$ cat config.mk
export PLATFORM = sky130hd
export DESIGN_NAME = bus_arb_agent
export DESIGN_NICKNAME = d
export VERILOG_FILES = /design/src/rtl/abt_pkg.sv /design/src/rtl/abt_id_capture.sv /design/src/rtl/abt_prio_resolver.sv /design/src/rtl/bus_arb_agent.sv
export SDC_FILE = /design/constraint.sdc
export NUM_CORES = 1
export LEC_CHECK = 0
export BUFFER_PORTS_ARGS = -buffer_cell sky130_fd_sc_hd__buf_4
export CORE_ASPECT_RATIO = 0.8
export CORE_MARGIN = 3
export CORE_UTILIZATION = 54
export CTS_CLUSTER_SIZE = 10
export DETAILED_ROUTE_END_ITERATION = 7
export GPL_ROUTABILITY_DRIVEN = 0
export PLACE_DENSITY = 0.75
export SLEW_MARGIN = 25
export SYNTH_ARGS = -nofsm -noshare
export SYNTH_HDL_FRONTEND = slang
export SYNTH_HIERARCHICAL = 1
export SYNTH_SLANG_ARGS = --single-unit
export TNS_END_PERCENT = 5
$ cat constraint.sdc
create_clock -name clk_i -period 2.6 [get_ports clk_i]
set_clock_uncertainty 0.1 [all_clocks]
set_input_delay 0.39 -clock clk_i [delete_from_list [all_inputs] [get_ports clk_i]]
set_output_delay 0.39 -clock clk_i [all_outputs]
set_load 0.02 [all_outputs]
$ cat src/rtl/abt_pkg.sv
package abt_pkg;

  typedef enum logic [2:0] {
    ST_LOAD,
    ST_IDLE,
    ST_JOIN,
    ST_ARB,
    ST_OWN
  } agent_state_e;

endpackage

$ cat src/rtl/abt_id_capture.sv
module abt_id_capture #(
  parameter int ID_W = 6
) (
  input  logic            clk_i,
  input  logic            rst_ni,
  input  logic            load_i,
  input  logic            strobe_i,
  input  logic [ID_W-1:0] bus_val_i,
  output logic [ID_W-1:0] slot_id_o,
  output logic [ID_W-1:0] arb_id_o
);

  logic       load_q, strobe_q;
  logic [1:0] seq_q, seq_base;
  logic       strobe_rise;

  assign strobe_rise = strobe_i & ~strobe_q;
  // a fresh reset phase restarts the capture order
  assign seq_base    = (load_i & ~load_q) ? 2'd0 : seq_q;

  always_ff @(posedge clk_i or negedge rst_ni) begin
    if (!rst_ni) begin
      load_q    <= 1'b0;
      strobe_q  <= 1'b0;
      seq_q     <= 2'd0;
      slot_id_o <= '0;
      arb_id_o  <= '0;
    end else begin
      load_q   <= load_i;
      strobe_q <= strobe_i;
      seq_q    <= seq_base;
      if (load_i && strobe_rise) begin
        unique case (seq_base)
          2'd0: begin
            slot_id_o <= bus_val_i;
            seq_q     <= 2'd1;
          end
          2'd1: begin
            arb_id_o <= bus_val_i;
            seq_q    <= 2'd2;
          end
          default: seq_q <= seq_base;
        endcase
      end
    end
  end

  a_r2_ids_frozen: assert property (@(posedge clk_i) disable iff (!rst_ni)
    !load_i |=> ($stable(slot_id_o) && $stable(arb_id_o)));

endmodule

$ cat src/rtl/abt_prio_resolver.sv
module abt_prio_resolver #(
  parameter int ID_W   = 6,
  parameter int STEP_W = 3
) (
  input  logic            clk_i,
  input  logic            rst_ni,
  input  logic            start_i,
  input  logic            clear_i,
  input  logic [ID_W-1:0] own_id_i,
  input  logic [ID_W-1:0] res_i,
  output logic [ID_W-1:0] pull_o,
  output logic            done_o,
  output logic            win_o
);

  localparam logic [STEP_W-1:0] TOP_STEP = STEP_W'(ID_W - 1);

  logic              busy_q;
  logic [STEP_W-1:0] step_q;
  logic [ID_W-1:0]   keep_q;
  logic [ID_W-1:0]   below_w;
  logic              beaten_w;

  assign below_w  = (ID_W'(1) << step_q) - ID_W'(1);
  assign beaten_w = !own_id_i[step_q] && res_i[step_q];

  always_ff @(posedge clk_i or negedge rst_ni) begin
    if (!rst_ni) begin
      busy_q <= 1'b0;
      step_q <= '0;
      keep_q <= '1;
    end else if (clear_i) begin
      busy_q <= 1'b0;
    end else if (start_i) begin
      busy_q <= 1'b1;
      step_q <= TOP_STEP;
      keep_q <= '1;
    end else if (busy_q) begin
      if (beaten_w) keep_q <= keep_q & ~below_w;
      if (step_q == '0) busy_q <= 1'b0;
      else              step_q <= step_q - 1'b1;
    end
  end

  assign pull_o = busy_q ? (own_id_i & keep_q) : '0;
  assign done_o = busy_q && (step_q == '0);
  assign win_o  = (res_i == own_id_i);

  a_r5_keep_shrinks: assert property (@(posedge clk_i) disable iff (!rst_ni)
    (busy_q && !start_i && !clear_i) |=> ((keep_q & ~$past(keep_q)) == '0));

endmodule

$ cat src/rtl/bus_arb_agent.sv
module bus_arb_agent
  import abt_pkg::*;
#(
  parameter int ID_W = 6
) (
  input  logic            clk_i,
  input  logic            rst_ni,
  input  logic            bus_rst_i,
  input  logic            rst_pending_i,
  input  logic            id_strobe_i,
  input  logic [ID_W-1:0] arb_line_i,
  output logic [ID_W-1:0] arb_pull_o,
  input  logic            breq_line_i,
  output logic            breq_pull_o,
  input  logic            timeout_i,
  input  logic            bus_err_i,
  input  logic            req_i,
  output logic            grant_o,
  output logic            lost_o,
  output logic            err_o,
  output logic [ID_W-1:0] slot_id_o,
  output logic [ID_W-1:0] arb_id_o
);

  localparam int STEP_W = (ID_W > 1) ? $clog2(ID_W) : 1;

  agent_state_e    state_q, state_d;
  logic            breq_q, lost_q, err_q;
  logic            load_w, fell_w, start_w;
  logic            rs_done, rs_win;
  logic [ID_W-1:0] res_w;

  assign load_w  = bus_rst_i | rst_pending_i;
  assign res_w   = ~arb_line_i;
  assign fell_w  = breq_q & ~breq_line_i;
  assign start_w = (state_q == ST_JOIN) && fell_w && !load_w;

  abt_id_capture #(.ID_W(ID_W)) u_capture (
    .clk_i    (clk_i),
    .rst_ni   (rst_ni),
    .load_i   (load_w),
    .strobe_i (id_strobe_i),
    .bus_val_i(res_w),
    .slot_id_o(slot_id_o),
    .arb_id_o (arb_id_o)
  );

  abt_prio_resolver #(.ID_W(ID_W), .STEP_W(STEP_W)) u_resolver (
    .clk_i   (clk_i),
    .rst_ni  (rst_ni),
    .start_i (start_w),
    .clear_i (load_w),
    .own_id_i(arb_id_o),
    .res_i   (res_w),
    .pull_o  (arb_pull_o),
    .done_o  (rs_done),
    .win_o   (rs_win)
  );

  always_comb begin
    state_d = state_q;
    if (load_w) begin
      state_d = ST_LOAD;
    end else begin
      unique case (state_q)
        ST_LOAD: state_d = ST_IDLE;
        ST_IDLE: if (req_i && breq_line_i) state_d = ST_JOIN;
        ST_JOIN: if (fell_w) state_d = ST_ARB;
        ST_ARB:  if (rs_done) state_d = rs_win ? ST_OWN : ST_IDLE;
        ST_OWN:  if (timeout_i || bus_err_i || !req_i) state_d = ST_IDLE;
        default: state_d = ST_LOAD;
      endcase
    end
  end

  always_ff @(posedge clk_i or negedge rst_ni) begin
    if (!rst_ni) begin
      state_q <= ST_LOAD;
      breq_q  <= 1'b1;
      lost_q  <= 1'b0;
      err_q   <= 1'b0;
    end else begin
      state_q <= state_d;
      breq_q  <= breq_line_i;
      lost_q  <= (state_q == ST_ARB) && rs_done && !rs_win && !load_w;
      err_q   <= (state_q == ST_OWN) && (timeout_i || bus_err_i) && !load_w;
    end
  end

  assign grant_o     = (state_q == ST_OWN);
  assign breq_pull_o = (state_q == ST_JOIN) || (state_q == ST_ARB) || (state_q == ST_OWN);
  assign lost_o      = lost_q;
  assign err_o       = err_q;

  a_r3_reset_quiet: assert property (@(posedge clk_i) disable iff (!rst_ni)
    load_w |=> (!breq_pull_o && !grant_o && arb_pull_o == '0));

  a_r4_wait_busy_line: assert property (@(posedge clk_i) disable iff (!rst_ni)
    (!breq_pull_o && !breq_line_i) |=> !breq_pull_o);

  a_r5_no_arb_drive_off_line: assert property (@(posedge clk_i) disable iff (!rst_ni)
    !breq_pull_o |-> (arb_pull_o == '0));

  a_r6_winner_full_id: assert property (@(posedge clk_i) disable iff (!rst_ni)
    $rose(grant_o) |-> ($past(arb_pull_o) == arb_id_o));

  a_r7_lost_released: assert property (@(posedge clk_i) disable iff (!rst_ni)
    lost_o |-> (!breq_pull_o && !grant_o && arb_pull_o == '0));

  a_r8_release: assert property (@(posedge clk_i) disable iff (!rst_ni)
    (grant_o && !req_i && !load_w) |=> (!grant_o && !breq_pull_o));

  a_r9_abort: assert property (@(posedge clk_i) disable iff (!rst_ni)
    (grant_o && (timeout_i || bus_err_i) && !load_w) |=> (!grant_o && !breq_pull_o && err_o));

  a_r9_err_single: assert property (@(posedge clk_i) disable iff (!rst_ni)
    err_o |=> !err_o);

endmodule

==> results.md <==
* Antenna Nets Post-Route at 0
* Synth Register Bits at 32
* Leakage at 1.06 nW
* Post-CTS setup buffer count at 0
* Clk_lat worst skew at about 0.28 ns
* Initial antenna violation count at 0
* Fin crit share at 0.837
* RR Startpoint: state_q[2]
* Mapped Nets at a little over 200
* Largest net degree at the start of global routing at 33
* Setup violators final at 0
* Overall Global Routing Usage at 0.207
* Max Cap Viol at 0
* First-pass GRT wire length at approximately 6.8 mm
* Endpoint class of the critical path: flip-flop
* Synthesis-to-finish area growth at 21.5%
* Largest stage delay, worst path at between 0.4 and 0.5 ns
* Setup TNS at 0 ns
* Starting Density at 0.583
* Share of layout cells above drive strength 1 at 0.342
* YS warnings at 6
* RSZ-0062 raised after global routing: false
* Worst EP required at 2.69 ns
* Vias in the first global route at between 1,000 and 1,500
* IO Port Bufs at 36
* WHS at around 0.13 ns
* DRT Pass-1 Iters at 4
* DRC at 0
* NumNets Final at between 200 and 250
* CTS tree: done
* CTS buffer count at 5
* CP arrival at about 2.3 ns
* Crit. Startpoint: state_q[2]
* Fillers at between 200 and 300
* Avg WL per Cell at approximately 15 um
* Status: completed
* Worst hold path class: in2reg
* Worst path most repeated cell: nor3_1
* Avg Inst Size Synth at 10.4 um^2
* R2R Setup Slk at between 0.4 and 0.5 ns
* Power Density at approximately 700 mW/mm^2
* Hold Vio Cnt, Final at 0
* CP max FO at 6
* Die height at ~59 um
* Yosys cell types at 45
* Ys flop type: dfrtp_1
* Slowest cell on crit path: dfrtp_1
* Rel. slew slack at 0.709
* Fmax at 460 MHz
* FP Rows at 18
* Critical path launch point type: flip-flop
* R2R cell count at 7
* Final WL at 3.85 mm
* Via count at about 1,500
* Die extent in x at about 72 um
* Post-route minimum period at between 2 and 2.5 ns
* Least-Margin Pin Slew at between 0.4 and 0.5 ns
* Crit Path Category: reg2reg
* Clock tree buffer depth at 2
* Antenna Cells at 0
* DP Wirelength at roughly 3 mm
* Reg2Reg Capture Point: u_resolver/keep_q[5]
* Worst VDD drop at about 370 uV
* Vias per cell at 5.58
* # H-tree levels at 2
* Post-Syn Instances at 180
* Die ar. at between 0.004 and 0.005 mm^2
* Max-slew violations at 0
* IO Count at 37
* Synth Cell Area at 0.00186 mm^2
* Sequential element share of the synthesized area at 0.435
* CP Cell Sequence: nor3_1 -> nand2_1 -> nor3_1 -> o21bai_1 -> or3_4 -> o32ai_4 -> a31oi_1
* Clock Tree Root: clkbuf_8
* Worst-path clk slew at ~0.060 ns
* Gr ovfl total at 0
* Fraction of registers with async set/reset at 1.00
* Crit path capture: u_resolver/keep_q[5]
* Sink Count at 32
* EDFF count, synth at 0
* Iter 0 DRT Violations at 68
* Area of the core at about 0.0032 mm^2
==> area by class of cell <==
cell class	instances	area [um^2]	area share
Multi-Input combinational cell	126	963	0.426
Clock buffer	6	72.6	0.0321
Tap cell	40	50.0	0.0221
Sequential cell	32	810	0.358
Inverter	18	67.6	0.0299
Timing Repair Buffer	39	295	0.130
Clock inverter	1	5.00	0.00221
==> layout by cell type (no fill, tap or decap), drive strengths merged, types with 3 or more instances in the layout <==
master and count:
nor3b 4, inv 18, and3 7, buf 38, clkbuf 6, nand2b 6
dfstp 7, o21ai 4, mux2 12, xnor2 6, nand4 3, nor2 14
ha 8, dfrtp 25, a31oi 7, nand2 16, nor3 6, xor2 3
==> cells by family (layout without fill, tap and decap cells) <==
logic type	Yosys count	in the layout	synth area share
simple gates	70	70	0.226
flops	32	32	0.435
compound gates	27	27	0.123
buf+inv	22	64	0.0484
mux	12	12	0.0725
xor+xnor	9	9	0.0423
fa+ha+maj	8	8	0.0537
==> cells in the mapped netlist (5+ instances only) <==
master / instances / area share
a31oi_1: 7 / 0.024
and3_1: 7 / 0.024
dfrtp_1: 25 / 0.34
dfstp_2: 7 / 0.099
ha_1: 8 / 0.054
inv_1: 17 / 0.034
mux2_2: 12 / 0.073
nand2_1: 16 / 0.032
nand2b_1: 5 / 0.017
nor2_1: 13 / 0.026
nor3_1: 6 / 0.016
xnor2_1: 6 / 0.028
==> critical path: cells and delay by family, from the launching register on <==
family / cells / cell delay [ns]
flops: 1 / 0.45
compound gates: 3 / 0.46
simple gates: 4 / 1.08
==> where the power goes <==
part	internal (W)	total, W	switching (W)
registers	0.000611	0.000721	0.000111
logic	0.000283	0.000560	0.000277
clock network	0.000181	0.000350	0.000168
==> state kept, by name, summed over array words and instances, names as in the netlist <==
name and cells:
u_resolver/busy_q 1, u_capture/arb_id_o 6, u_capture/strobe_q 1, u_capture/seq_q 2, err_o 1, lost_o 1
breq_q 1, u_capture/slot_id_o 6, u_resolver/step_q 3, u_resolver/keep_q 6, u_capture/load_q 1, state_q 3
==> timing repair <==
item	4_1_cts	5_1_grt
setup endpoints to repair	0	0
resized for setup	0	0
endpoints found under the hold margin	25	0
hold buffers	1	0
==> worst min path at each step <==
| stage | startpoint | to | slack (ns) | cells past startpoint |
|---|---|---|---|---|
| 6_report | breq_line_i | breq_q | 0.13 | 1 |
| 5_1_grt | breq_line_i | breq_q | 0.12 | 1 |
| 4_1_cts | breq_line_i | breq_q | 0.13 | 1 |
| 3_5_place_dp | rst_ni | u_capture/slot_id_o[2] | 0.25 | 1 |
| 3_3_place_gp | rst_ni | u_capture/slot_id_o[3] | 0.24 | 1 |
| 2_1_floorplan | rst_ni | err_o | -0.006 | 0 |
==> layer usage <==
metal	up-vias	global-route usage	share of wire
met4	0	0.0804	0.0081
met1	697	0.267	0.47
met3	4	0.0512	0.051
met5	-	0	0
li1	715	-	-
met2	46	0.339	0.48
==> metrics by stage <==
stage	instance area (um^2)	setup WS [ns]	power [W]	std cells	util
after floorplan	1860	0.464	0.00105	180	-
after global placement	2180	0.451	0.00127	254	0.680
after detailed placement	2180	0.400	0.00129	254	0.680
after CTS	2260	0.431	0.00165	262	0.708
after global routing	2260	0.205	0.00174	262	0.708
final	2260	0.425	0.00163	262	0.708
Power figures use the tool's default switching activity.
